File: src/rtl/sdram_init_pkg.sv
package sdram_init_pkg;
  typedef enum logic [2:0] {
    CMD_NORMAL = 3'b000,
    CMD_NOP    = 3'b001,
    CMD_PALL   = 3'b010,
    CMD_MRS    = 3'b011,
    CMD_CBR    = 3'b100
  } cmd_e;

  typedef enum logic [3:0] {
    S_IDLE, S_PWR, S_NOP, S_NOP_W, S_PRE, S_PRE_W,
    S_CBR, S_CBR_W, S_MRS, S_MRS_W, S_NORM, S_DONE
  } state_e;

  localparam int unsigned MODE_W = 13;
  // bits [12:11] and [9:0] flip for upper-half rows
  localparam logic [MODE_W-1:0] MODE_INV_MASK = 13'h1BFF;
endpackage

File: src/rtl/sdram_row_scan.sv
module sdram_row_scan #(
  parameter int unsigned NUM_ROWS = 8,
  parameter int unsigned BND_W    = 8,
  localparam int unsigned ROW_W   = $clog2(NUM_ROWS)
) (
  input  logic [NUM_ROWS*BND_W-1:0] bound_i,
  input  logic [ROW_W-1:0]          row_i,
  output logic                      present_o
);
  logic [NUM_ROWS-1:0] present;

  for (genvar g = 0; g < NUM_ROWS; g++) begin : g_row
    if (g == 0) begin : g_first
      assign present[g] = bound_i[BND_W-1:0] != '0;
    end else begin : g_next
      assign present[g] = bound_i[g*BND_W +: BND_W] != bound_i[(g-1)*BND_W +: BND_W];
    end
  end

  assign present_o = present[row_i];
endmodule

File: src/rtl/sdram_wait_cnt.sv
module sdram_wait_cnt #(
  parameter int unsigned CNT_W = 16
) (
  input  logic             clk_i,
  input  logic             rst_ni,
  input  logic             load_i,
  input  logic [CNT_W-1:0] len_i,
  output logic             expire_o
);
  logic [CNT_W-1:0] cnt_q;

  always_ff @(posedge clk_i or negedge rst_ni) begin
    if (!rst_ni)              cnt_q <= '0;
    else if (load_i)          cnt_q <= (len_i == '0) ? CNT_W'(1) : len_i;
    else if (cnt_q != '0)     cnt_q <= cnt_q - 1'b1;
  end

  assign expire_o = cnt_q == CNT_W'(1);
endmodule

File: src/rtl/sdram_mrs_addr.sv
module sdram_mrs_addr
  import sdram_init_pkg::*;
#(
  parameter int unsigned NUM_ROWS = 8,
  localparam int unsigned ROW_W   = $clog2(NUM_ROWS)
) (
  input  logic              cas3_i,
  input  logic [ROW_W-1:0]  row_i,
  output logic [MODE_W-1:0] addr_o
);
  logic [MODE_W-1:0] base;

  // burst 4, sequential, latency in [6:4]
  assign base   = {6'b0, (cas3_i ? 3'd3 : 3'd2), 1'b0, 3'b010};
  assign addr_o = (row_i >= ROW_W'(NUM_ROWS/2)) ? (base ^ MODE_INV_MASK) : base;
endmodule

File: src/rtl/sdram_init_seq.sv
module sdram_init_seq
  import sdram_init_pkg::*;
#(
  parameter int unsigned NUM_ROWS  = 8,
  parameter int unsigned BND_W     = 8,
  parameter int unsigned CNT_W     = 16,
  parameter int unsigned PWR_WAIT  = 16,
  parameter int unsigned NOP_WAIT  = 200,
  parameter int unsigned MRS_WAIT  = 2,
  parameter int unsigned CBR_COUNT = 8,
  localparam int unsigned ROW_W    = $clog2(NUM_ROWS),
  localparam int unsigned CBR_W    = $clog2(CBR_COUNT + 1)
) (
  input  logic                      clk_i,
  input  logic                      rst_ni,
  input  logic                      start_i,
  input  logic                      cas_lat3_i,
  input  logic [NUM_ROWS*BND_W-1:0] bound_i,
  input  logic [CNT_W-1:0]          trp_cyc_i,
  input  logic [CNT_W-1:0]          trc_cyc_i,
  output logic [2:0]                cmd_o,
  output logic                      cmd_valid_o,
  output logic [ROW_W-1:0]          row_o,
  output logic [MODE_W-1:0]         addr_o,
  output logic                      busy_o,
  output logic                      done_o,
  output logic                      refresh_en_o
);
  state_e            state_q, state_d;
  logic [ROW_W-1:0]  row_q, row_d;
  logic [CBR_W-1:0]  cbr_q, cbr_d;
  logic              wt_load, wt_expire, row_present, issue, last_row;
  logic [CNT_W-1:0]  wt_len;
  logic [MODE_W-1:0] mrs_addr;
  cmd_e              phase_cmd;

  sdram_row_scan #(.NUM_ROWS(NUM_ROWS), .BND_W(BND_W)) u_scan (
    .bound_i(bound_i), .row_i(row_q), .present_o(row_present));

  sdram_wait_cnt #(.CNT_W(CNT_W)) u_wait (
    .clk_i(clk_i), .rst_ni(rst_ni), .load_i(wt_load), .len_i(wt_len),
    .expire_o(wt_expire));

  sdram_mrs_addr #(.NUM_ROWS(NUM_ROWS)) u_mrs (
    .cas3_i(cas_lat3_i), .row_i(row_q), .addr_o(mrs_addr));

  assign issue    = state_q inside {S_NOP, S_PRE, S_CBR, S_MRS};
  assign last_row = row_q == ROW_W'(NUM_ROWS - 1);

  always_comb begin
    state_d = state_q;
    row_d   = row_q;
    cbr_d   = cbr_q;
    wt_load = 1'b0;
    wt_len  = '0;
    if (issue) row_d = last_row ? '0 : row_q + 1'b1;
    unique case (state_q)
      S_IDLE, S_DONE: if (start_i) begin
        state_d = S_PWR; wt_load = 1'b1; wt_len = CNT_W'(PWR_WAIT);
      end
      S_PWR:   if (wt_expire) state_d = S_NOP;
      S_NOP:   if (last_row) begin
        state_d = S_NOP_W; wt_load = 1'b1; wt_len = CNT_W'(NOP_WAIT);
      end
      S_NOP_W: if (wt_expire) state_d = S_PRE;
      S_PRE:   if (last_row) begin
        state_d = S_PRE_W; wt_load = 1'b1; wt_len = trp_cyc_i;
      end
      S_PRE_W: if (wt_expire) begin state_d = S_CBR; cbr_d = '0; end
      S_CBR:   if (last_row) begin
        state_d = S_CBR_W; wt_load = 1'b1; wt_len = trc_cyc_i;
      end
      S_CBR_W: if (wt_expire) begin
        if (cbr_q == CBR_W'(CBR_COUNT - 1)) state_d = S_MRS;
        else begin state_d = S_CBR; cbr_d = cbr_q + 1'b1; end
      end
      S_MRS:   if (last_row) begin
        state_d = S_MRS_W; wt_load = 1'b1; wt_len = CNT_W'(MRS_WAIT);
      end
      S_MRS_W: if (wt_expire) state_d = S_NORM;
      S_NORM:  state_d = S_DONE;
      default: state_d = S_IDLE;
    endcase
  end

  always_ff @(posedge clk_i or negedge rst_ni) begin
    if (!rst_ni) begin
      state_q <= S_IDLE;
      row_q   <= '0;
      cbr_q   <= '0;
    end else begin
      state_q <= state_d;
      row_q   <= row_d;
      cbr_q   <= cbr_d;
    end
  end

  always_comb begin
    unique case (state_q)
      S_NOP:   phase_cmd = CMD_NOP;
      S_PRE:   phase_cmd = CMD_PALL;
      S_CBR:   phase_cmd = CMD_CBR;
      S_MRS:   phase_cmd = CMD_MRS;
      default: phase_cmd = CMD_NORMAL;
    endcase
  end

  assign cmd_o        = phase_cmd;
  assign cmd_valid_o  = issue && row_present;
  assign row_o        = row_q;
  assign addr_o       = (state_q == S_MRS) ? mrs_addr : '0;
  assign busy_o       = (state_q != S_IDLE) && (state_q != S_DONE);
  assign done_o       = state_q == S_DONE;
  assign refresh_en_o = state_q == S_DONE;

  assert_valid_busy_R4: assert property (@(posedge clk_i) disable iff (!rst_ni)
    cmd_valid_o |-> busy_o);
  assert_normal_not_sent_R5: assert property (@(posedge clk_i) disable iff (!rst_ni)
    cmd_valid_o |-> cmd_o != CMD_NORMAL);
  assert_row_ascending_R4: assert property (@(posedge clk_i) disable iff (!rst_ni)
    (cmd_valid_o && $past(cmd_valid_o) && cmd_o == $past(cmd_o)) |-> row_o > $past(row_o));
  assert_mrs_low_rows_R6: assert property (@(posedge clk_i) disable iff (!rst_ni)
    (cmd_valid_o && cmd_o == CMD_MRS && row_o < ROW_W'(NUM_ROWS/2))
      |-> (addr_o[12:7] == '0 && addr_o[3:0] == 4'b0010));
  assert_mrs_high_rows_R6: assert property (@(posedge clk_i) disable iff (!rst_ni)
    (cmd_valid_o && cmd_o == CMD_MRS && row_o >= ROW_W'(NUM_ROWS/2))
      |-> (addr_o[12:11] == 2'b11 && addr_o[10] == 1'b0));
  assert_done_flags_R10: assert property (@(posedge clk_i) disable iff (!rst_ni)
    done_o |-> (refresh_en_o && !busy_o));
  assert_start_ignored_R8: assert property (@(posedge clk_i) disable iff (!rst_ni)
    (busy_o && start_i) |=> (busy_o || done_o));
  assert_done_after_busy_R3: assert property (@(posedge clk_i) disable iff (!rst_ni)
    $rose(done_o) |-> $past(busy_o));
endmodule

File: config.mk
export PLATFORM = sky130hd
export DESIGN_NAME = sdram_init_seq
export DESIGN_NICKNAME = d
export VERILOG_FILES = /design/src/rtl/sdram_init_pkg.sv /design/src/rtl/sdram_row_scan.sv /design/src/rtl/sdram_wait_cnt.sv /design/src/rtl/sdram_mrs_addr.sv /design/src/rtl/sdram_init_seq.sv
export SDC_FILE = /design/constraint.sdc
export NUM_CORES = 1
export LEC_CHECK = 0
export CORE_UTILIZATION = 35
export DETAILED_ROUTE_END_ITERATION = 7
export PLACE_DENSITY = 0.68
export SETUP_SLACK_MARGIN = 0.4
export SYNTH_ARGS = -nofsm -noshare
export SYNTH_HDL_FRONTEND = slang
export SYNTH_SLANG_ARGS = --single-unit
File: constraint.sdc
create_clock -name clk_i -period 2.6 [get_ports clk_i]
set_input_delay 0.78 -clock clk_i [delete_from_list [all_inputs] [get_ports clk_i]]
set_output_delay 0.78 -clock clk_i [all_outputs]
set_load 0.005 [all_outputs]
==> impl_metrics.csv, run 1 <==
group,metric,value,unit
yosys,synth_edf_count,0,
power,p_sw,0.542,mW
power,switching_share,34.9,%
place,gp_congestion,0.889,
outcome,status,"complete, but fails checks",
finish,area_delta_synth_final,67.2,%
worst_setup_path,crit_path_max_incr_delay,280,ps
yosys,ys_async_sr_fraction,100,%
power,power_leakage,2.17,nW
clocking,clockBufferDepth,2,
sta,slew_viol_final,0,
yosys,ys_seq_area_share,23.1,%
global_routing,first_global_vias,3440,
yosys,synth_area_leaders,"dfrtp_1 (23%), xnor2_1 (12%), xor2_1 (9.0%)",
place,io_buffers,121,
sta,layout_min_cycle_time,2800,ps
worst_hold_path,hp-class,"reg2reg",
power,internal_power,1.01,mW
die,start_util,37.0,%
routing,antenna_left,0,
flow_run,drv_cap,0,
power,pwr-share-clk,16.8,%
routing,wl_met1,3.96,mm
power,power_frac_comb,42.8,%
clocking,cts.sinks,27,
finish,fillCellCount,694,
clocking,cts_buffers,3,
worst_setup_path,worstSetupStartpointType,"input pin",
global_routing,grt_max_degree,28,
routing,vias_per_cell,5.31,
die,die_area,8710,um2
yosys,netlist_area,2920,um2
routing,post_drt_wl_per_cell,16.2,um
worst_setup_path,cp_data_required_time,1820,ps
die,fp.coreArea,7890,um2
global_routing,grtUsageTotal,23.7,%
clocking,insertion_delay,280,ps
die,die_w,93.3,um
finish,drive_gt1_share,33.9,%
worst_setup_path,cp_cell_sequence,"clkdlybuf4s15_1 -> xor2_1 -> nor4_1 -> nand4_1 -> o21ai_1 -> a32oi_1 -> buf_2",
clocking,cts_tree,"yes",
routing,route.met2.wl,5.65,mm
clocking,clk_pin_slew,100,ps
worst_setup_path,end_kind,"primary output",
sta,final.setup.worst_slack,-203,ps
finish,instances_no_fill,631,
yosys,synth_nets,460,
worst_setup_path,slowest_stage,"nor4_1",
yosys,yosysTopAreaCell,"dfrtp_1",
routing,vias,3351,
sta,setup_viol,6,
die,die-height,93.3,um
clocking,htreeDepth,1,
outcome,violations,"setup timing",
sta,max_freq,357,MHz
global_routing,antenna_found_initial,1,
worst_setup_path,cp_data_arrival_time,2020,ps
routing,drc,0,
routing,drt_first_iter_violations,123,
global_routing,grt_pass1_wl,16.3,mm
yosys,ys_seq_elements,27,
sta,rsz0062_at_grt,"yes",
routing,wl_met3,364,um
sta,hold_viol,0,
power,p_per_area,318,nW/um2
worst_setup_path,critPathMaxFanout,2,
place,placed_cells,608,
die,pin_count,123,
die,row_count,32,
place,dp.final_hpwl,7.96,mm
yosys,synthCells,354,
yosys,synth_top_cell_area_share,23.1,%
yosys,synth.avg_cell_area,8.25,um2
yosys,synth_cell_type_count,58,
sta,skew,7.90,ps
clocking,clock-root-buffer,"clkbuf_8",
power,seqPwrFrac,40.4,%
finish,nets,635,
global_routing,gr-total-overflow,0,
worst_setup_path,criticalPathCategory,"in2out",
sta,period_share,108,%
yosys,yosys_warnings,0,
routing,top_layer,"met4",
place,dp_slack,-899,ps
routing,drt_first_pass_iters,4,
yosys,synth_flop_cell,"dfrtp_1",
routing,drt_wl_total,10.2,mm
power,peakVddDrop,229,uV
[layout make-up]
class	instances	area (um2)	area share, %
inverter	7	26.3	0.538
multi-input combinational	295	2290	47.0
tap	102	128	2.62
sequential	27	678	13.9
clock buffer	3	41.3	0.846
clock inverter	1	7.51	0.154
antenna	1	2.50	0.0513
timing repair buffer	195	1700	34.9
[kinds of logic after synthesis]
kind of cell / Yosys count / share of synthesized area, %
other: 1 / 0.128
buffers and inverters: 33 / 6.17
AO/OA/AOI/OAI: 65 / 15.2
AND/OR/NAND/NOR: 138 / 26.8
multiplexers: 15 / 5.32
adder cells (fa/ha/maj): 6 / 2.57
flip-flops: 27 / 23.1
XOR/XNOR: 69 / 20.7
[worst max-delay path, delay by kind of cell]
kind,cells,cell delay [ps]
simple gates,2,400
buf+inv,2,370
compound gates,2,280
xor+xnor,1,190
[registers in the layout, indices dropped and copies added (netlist names)]
register	count
state_q	4
u_wait.cnt_q	16
cbr_q	4
row_o	3
[path summary, 6_finish.rpt]
check | start | endpoint | slack, ps | cells after the start
worst max-delay path | bound_i[5] | cmd_valid_o | -200 | 7
worst min-delay path | cbr_q[2] | cbr_q[2] | 570 | 2
worst max register to register | state_q[0] | u_wait.cnt_q[12] | 420 | 10
worst min register to register | cbr_q[2] | cbr_q[2] | 570 | 2
max in group asynchronous | rst_ni | row_o[0] | 1450 | 2
min in group asynchronous | rst_ni | u_wait.cnt_q[11] | 860 | 2
[placed cells by master, fill, tap and decap left out, types with 4 or more instances in the layout]
| cell type | n |
|---|---|
| clkdlybuf4s50_1 | 43 |
| inv_1 | 7 |
| buf_2 | 25 |
| nor4_2 | 5 |
| nand3_1 | 15 |
| mux2_2 | 4 |
| clkbuf_2 | 7 |
| o21ai_0 | 12 |
| nand4_1 | 13 |
| clkdlybuf4s15_1 | 8 |
| xnor2_2 | 11 |
| and2_1 | 11 |
| a21oi_1 | 9 |
| ha_1 | 6 |
| nor3_1 | 8 |
| mux2i_1 | 11 |
| buf_6 | 30 |
| nor4_1 | 8 |
| o21a_1 | 4 |
| nor2_1 | 19 |
| nor2_4 | 4 |
| dlygate4sd2_1 | 16 |
| dlymetal6s2s_1 | 4 |
| and3_1 | 4 |
| xnor2_1 | 28 |
| nand2_1 | 18 |
| xor2_1 | 30 |
| buf_4 | 58 |
| dfrtp_1 | 25 |
| o22ai_1 | 8 |
[per-layer routing]
metal,track usage [%],vias up
li1,-,1632
met1,26.0,1603
met2,47.6,97
met3,2.76,19
met4,5.64,0
met5,0,-
[through the flow]
stage / power, mW / utilization (%) / hold WS, ps / TNS [ps] / area [um2]
after global placement: 1.28 / 57.6 / 496 / -959 / 4540
after floorplan: 0.978 / - / 476 / 0 / 2940
final: 1.55 / 61.9 / 566 / -512 / 4880
after CTS: 1.55 / 59.9 / 564 / -215 / 4730
after detailed placement: 1.30 / 57.6 / 541 / -1020 / 4540
after global routing: 1.66 / 61.9 / 614 / -966 / 4880
[power by group through the flow]
stage / Sequential [mW] / Clock, mW / Combinational [mW]
after floorplan: 0.608 / 0 / 0.370
after global placement: 0.629 / 0 / 0.655
after detailed placement: 0.631 / 0 / 0.665
after CTS: 0.625 / 0.265 / 0.659
after global routing: 0.639 / 0.282 / 0.734
final: 0.627 / 0.260 / 0.665
[repair_timing]
| action | in CTS | in global routing |
|---|---|---|
| gates resized for setup | 263 | 50 |
| gates cloned | 1 | 0 |
| hold buffers | 0 | 0 |
| buffers inserted | 10 | 7 |
| pin swaps | 40 | 35 |
| setup endpoints to repair | 34 | 34 |
[cells in the mapped netlist (3+ instances only)]
| library cell | n |
|---|---|
| nor4_2 | 3 |
| and2_1 | 11 |
| buf_4 | 11 |
| nor2_1 | 22 |
| nand2b_1 | 4 |
| o22ai_1 | 8 |
| nand3_1 | 15 |
| o21ai_0 | 13 |
| or3_1 | 5 |
| inv_1 | 7 |
| or2_2 | 3 |
| and3_1 | 4 |
| a211oi_1 | 3 |
| or4_1 | 3 |
| xor2_1 | 30 |
| a2bb2oi_1 | 3 |
| nand2_1 | 21 |
| dfrtp_1 | 27 |
| buf_2 | 6 |
| o21ai_1 | 4 |
| nor3b_1 | 3 |
| o221ai_1 | 3 |
| o21a_1 | 4 |
| mux2i_1 | 11 |
| buf_1 | 3 |
| nand4_1 | 13 |
| clkbuf_1 | 5 |
| nor3_1 | 10 |
| nor4_1 | 10 |
| a21oi_1 | 9 |
| mux2_2 | 4 |
| ha_1 | 6 |
| xnor2_1 | 39 |
Note: power is estimated with default switching activity, not from simulation.
==> run 2: changes to the inputs <==
--- a/config.mk
+++ b/config.mk
@@ -9,6 +9,7 @@
 export DETAILED_ROUTE_END_ITERATION = 7
 export PLACE_DENSITY = 0.68
 export SETUP_SLACK_MARGIN = 0.4
+export SLEW_MARGIN = 5
 export SYNTH_ARGS = -nofsm -noshare
 export SYNTH_HDL_FRONTEND = slang
 export SYNTH_SLANG_ARGS = --single-unit
==> results of run 2 <==
The final DEF is identical to that of run 1; final timing and power are the same.
==> run 3: changes to the inputs <==
--- a/config.mk
+++ b/config.mk
@@ -13,3 +13,4 @@
 export SYNTH_ARGS = -nofsm -noshare
 export SYNTH_HDL_FRONTEND = slang
 export SYNTH_SLANG_ARGS = --single-unit
+export TNS_END_PERCENT = 5
==> run 3 against run 2 <==
Compared with the run above:
- clock-buffer cell count unchanged
- die area unchanged
- the run still ends with setup timing left
- sequential cell count unchanged
- clock skew down 5.7 ps
- clock power down 2%
- via count down 1.2%
- register-to-register slack about the same
==> impl_metrics.csv, run 3 (synthesis results as in run 1) <==
group,metric,value,unit
clocking,clk_pin_slew,100,ps
outcome,violations,"setup timing",
power,peakVddDrop,184,uV
die,die_area,8710,um2
die,die-height,93.3,um
outcome,status,"complete, but fails checks",
routing,drc,0,
finish,largest_registers,"u_wait.cnt_q x16, cbr_q x4, state_q x4",
finish,final_cell_mix,"buf_4 (51), clkdlybuf4s50_1 (45), xor2_1 (29)",
finish,nets,618,
finish,utilization,59.6,%
finish,final_common_cell,"buf_4",
sta,skew,2.22,ps
worst_setup_path,criticalPathCategory,"in2out",
sta,hold_ws,532,ps
clocking,cts_buffers,3,
sta,period_share,109,%
finish,regMostFlops,"u_wait.cnt_q",
clocking,clock-root-buffer,"clkbuf_8",
die,row_count,32,
sta,max_freq,354,MHz
worst_hold_path,hold_depth,2,
clocking,insertion_delay,280,ps
sta,final.setup.worst_slack,-223,ps
finish,area_delta_synth_final,61.0,%
worst_setup_path,critPathMaxFanout,2,
clocking,cts.sinks,27,
worst_setup_path,cp_data_required_time,1820,ps
place,dp.final_hpwl,8.19,mm
worst_setup_path,reg2reg_depth,8,
finish,final-seq-area,678,um2
global_routing,grt_max_degree,28,
sta,slew_viol_final,0,
routing,drt_wl_total,10.3,mm
clocking,cts_tree,"yes",
sta,rsz0062_at_grt,"yes",
global_routing,antenna_found_initial,2,
routing,drt_first_iter_violations,199,
finish,fillCellCount,698,
worst_hold_path,hp-class,"reg2reg",
finish,largest_reg_flops,16,
finish,multi_input_area,2280,um2
global_routing,grt_pass1_wl,16.1,mm
clocking,clockBufferDepth,2,
routing,post_drt_wl_per_cell,16.8,um
power,power.total,1.57,mW
place,io_buffers,121,
clocking,htreeDepth,1,
worst_setup_path,end_kind,"primary output",
power,power_leakage,2.10,nW
worst_setup_path,cp_data_arrival_time,2040,ps
sta,setup_viol,2,
routing,vias,3312,
finish,instances_no_fill,615,
die,start_util,37.0,%
die,die_w,93.3,um
routing,vias_per_cell,5.39,
place,gp_congestion,0.855,
routing,drt_first_pass_iters,4,
sta,layout_min_cycle_time,2820,ps
worst_setup_path,worstSetupStartpointType,"input pin",
flow_run,drv_cap,0,
sta,hold_viol,0,
global_routing,grtUsageTotal,23.4,%
global_routing,first_global_vias,3401,
place,placed_cells,607,
global_routing,gr-total-overflow,0,
routing,antenna_left,0,
finish,drive_gt1_share,30.7,%
die,pin_count,123,
power,p_per_area,334,nW/um2
die,fp.coreArea,7890,um2
==> run 3: layer usage <==
layer / share of wire (%) / global-route usage (%) / vias up
li1: - / - / 1593
met1: 38 / 25.7 / 1574
met2: 56 / 47.6 / 129
met3: 5.2 / 3.41 / 16
met4: 1.6 / 3.33 / 0
met5: 0 / 0 / -
==> run 3: per-stage QoR <==
step	TNS (ps)	instance area, um2	worst slack, ps
floorplan	0	2920	183
global placement	-933	4530	-829
detailed placement	-952	4530	-853
CTS	-292	4590	-191
global route	-433	4700	-261
finish	-317	4700	-223
==> run 3: final cells by class <==
type,count,share of cell area [%]
Clock inverter,1,0.107
Tap cell,102,2.72
Timing Repair Buffer,179,32.6
Multi-Input combinational cell,294,48.5
Sequential cell,27,14.4
Inverter,7,0.559
Antenna cell,2,0.107
Clock buffer,3,0.879
==> run 3: path summary, 6_finish.rpt <==
kind                                    endpoint   startpoint  slack (ps)
max in group asynchronous             state_q[3]       rst_ni        1450
worst max register to register  u_wait.cnt_q[12]     row_o[1]         430
worst max-delay path                 cmd_valid_o  bound_i[28]        -220
worst min-delay path                    cbr_q[1]     cbr_q[1]         530
min in group asynchronous       u_wait.cnt_q[10]       rst_ni         870
worst min register to register          cbr_q[1]     cbr_q[1]         530
==> run 3: repair_timing <==
action                     4_1_cts  5_1_grt
pin swaps                       42       32
gates resized for setup        196       70
buffers inserted                 1        1
setup endpoints to repair       26       37
hold buffers                     0        0
==> run 3: worst max-delay path: stages <==
cell	delay (ps)
buf_8	110
xnor2_4	170
nand4_1	100
or4_1	520
o21ai_1	150
a32oi_1	70
buf_2	140
==> run 3: report_power, final <==
group / internal [mW] / switching [mW] / leakage, nW
sequential: 0.507 / 0.120 / 0.322
clock: 0.108 / 0.147 / 0.0255
combinational: 0.400 / 0.286 / 1.75
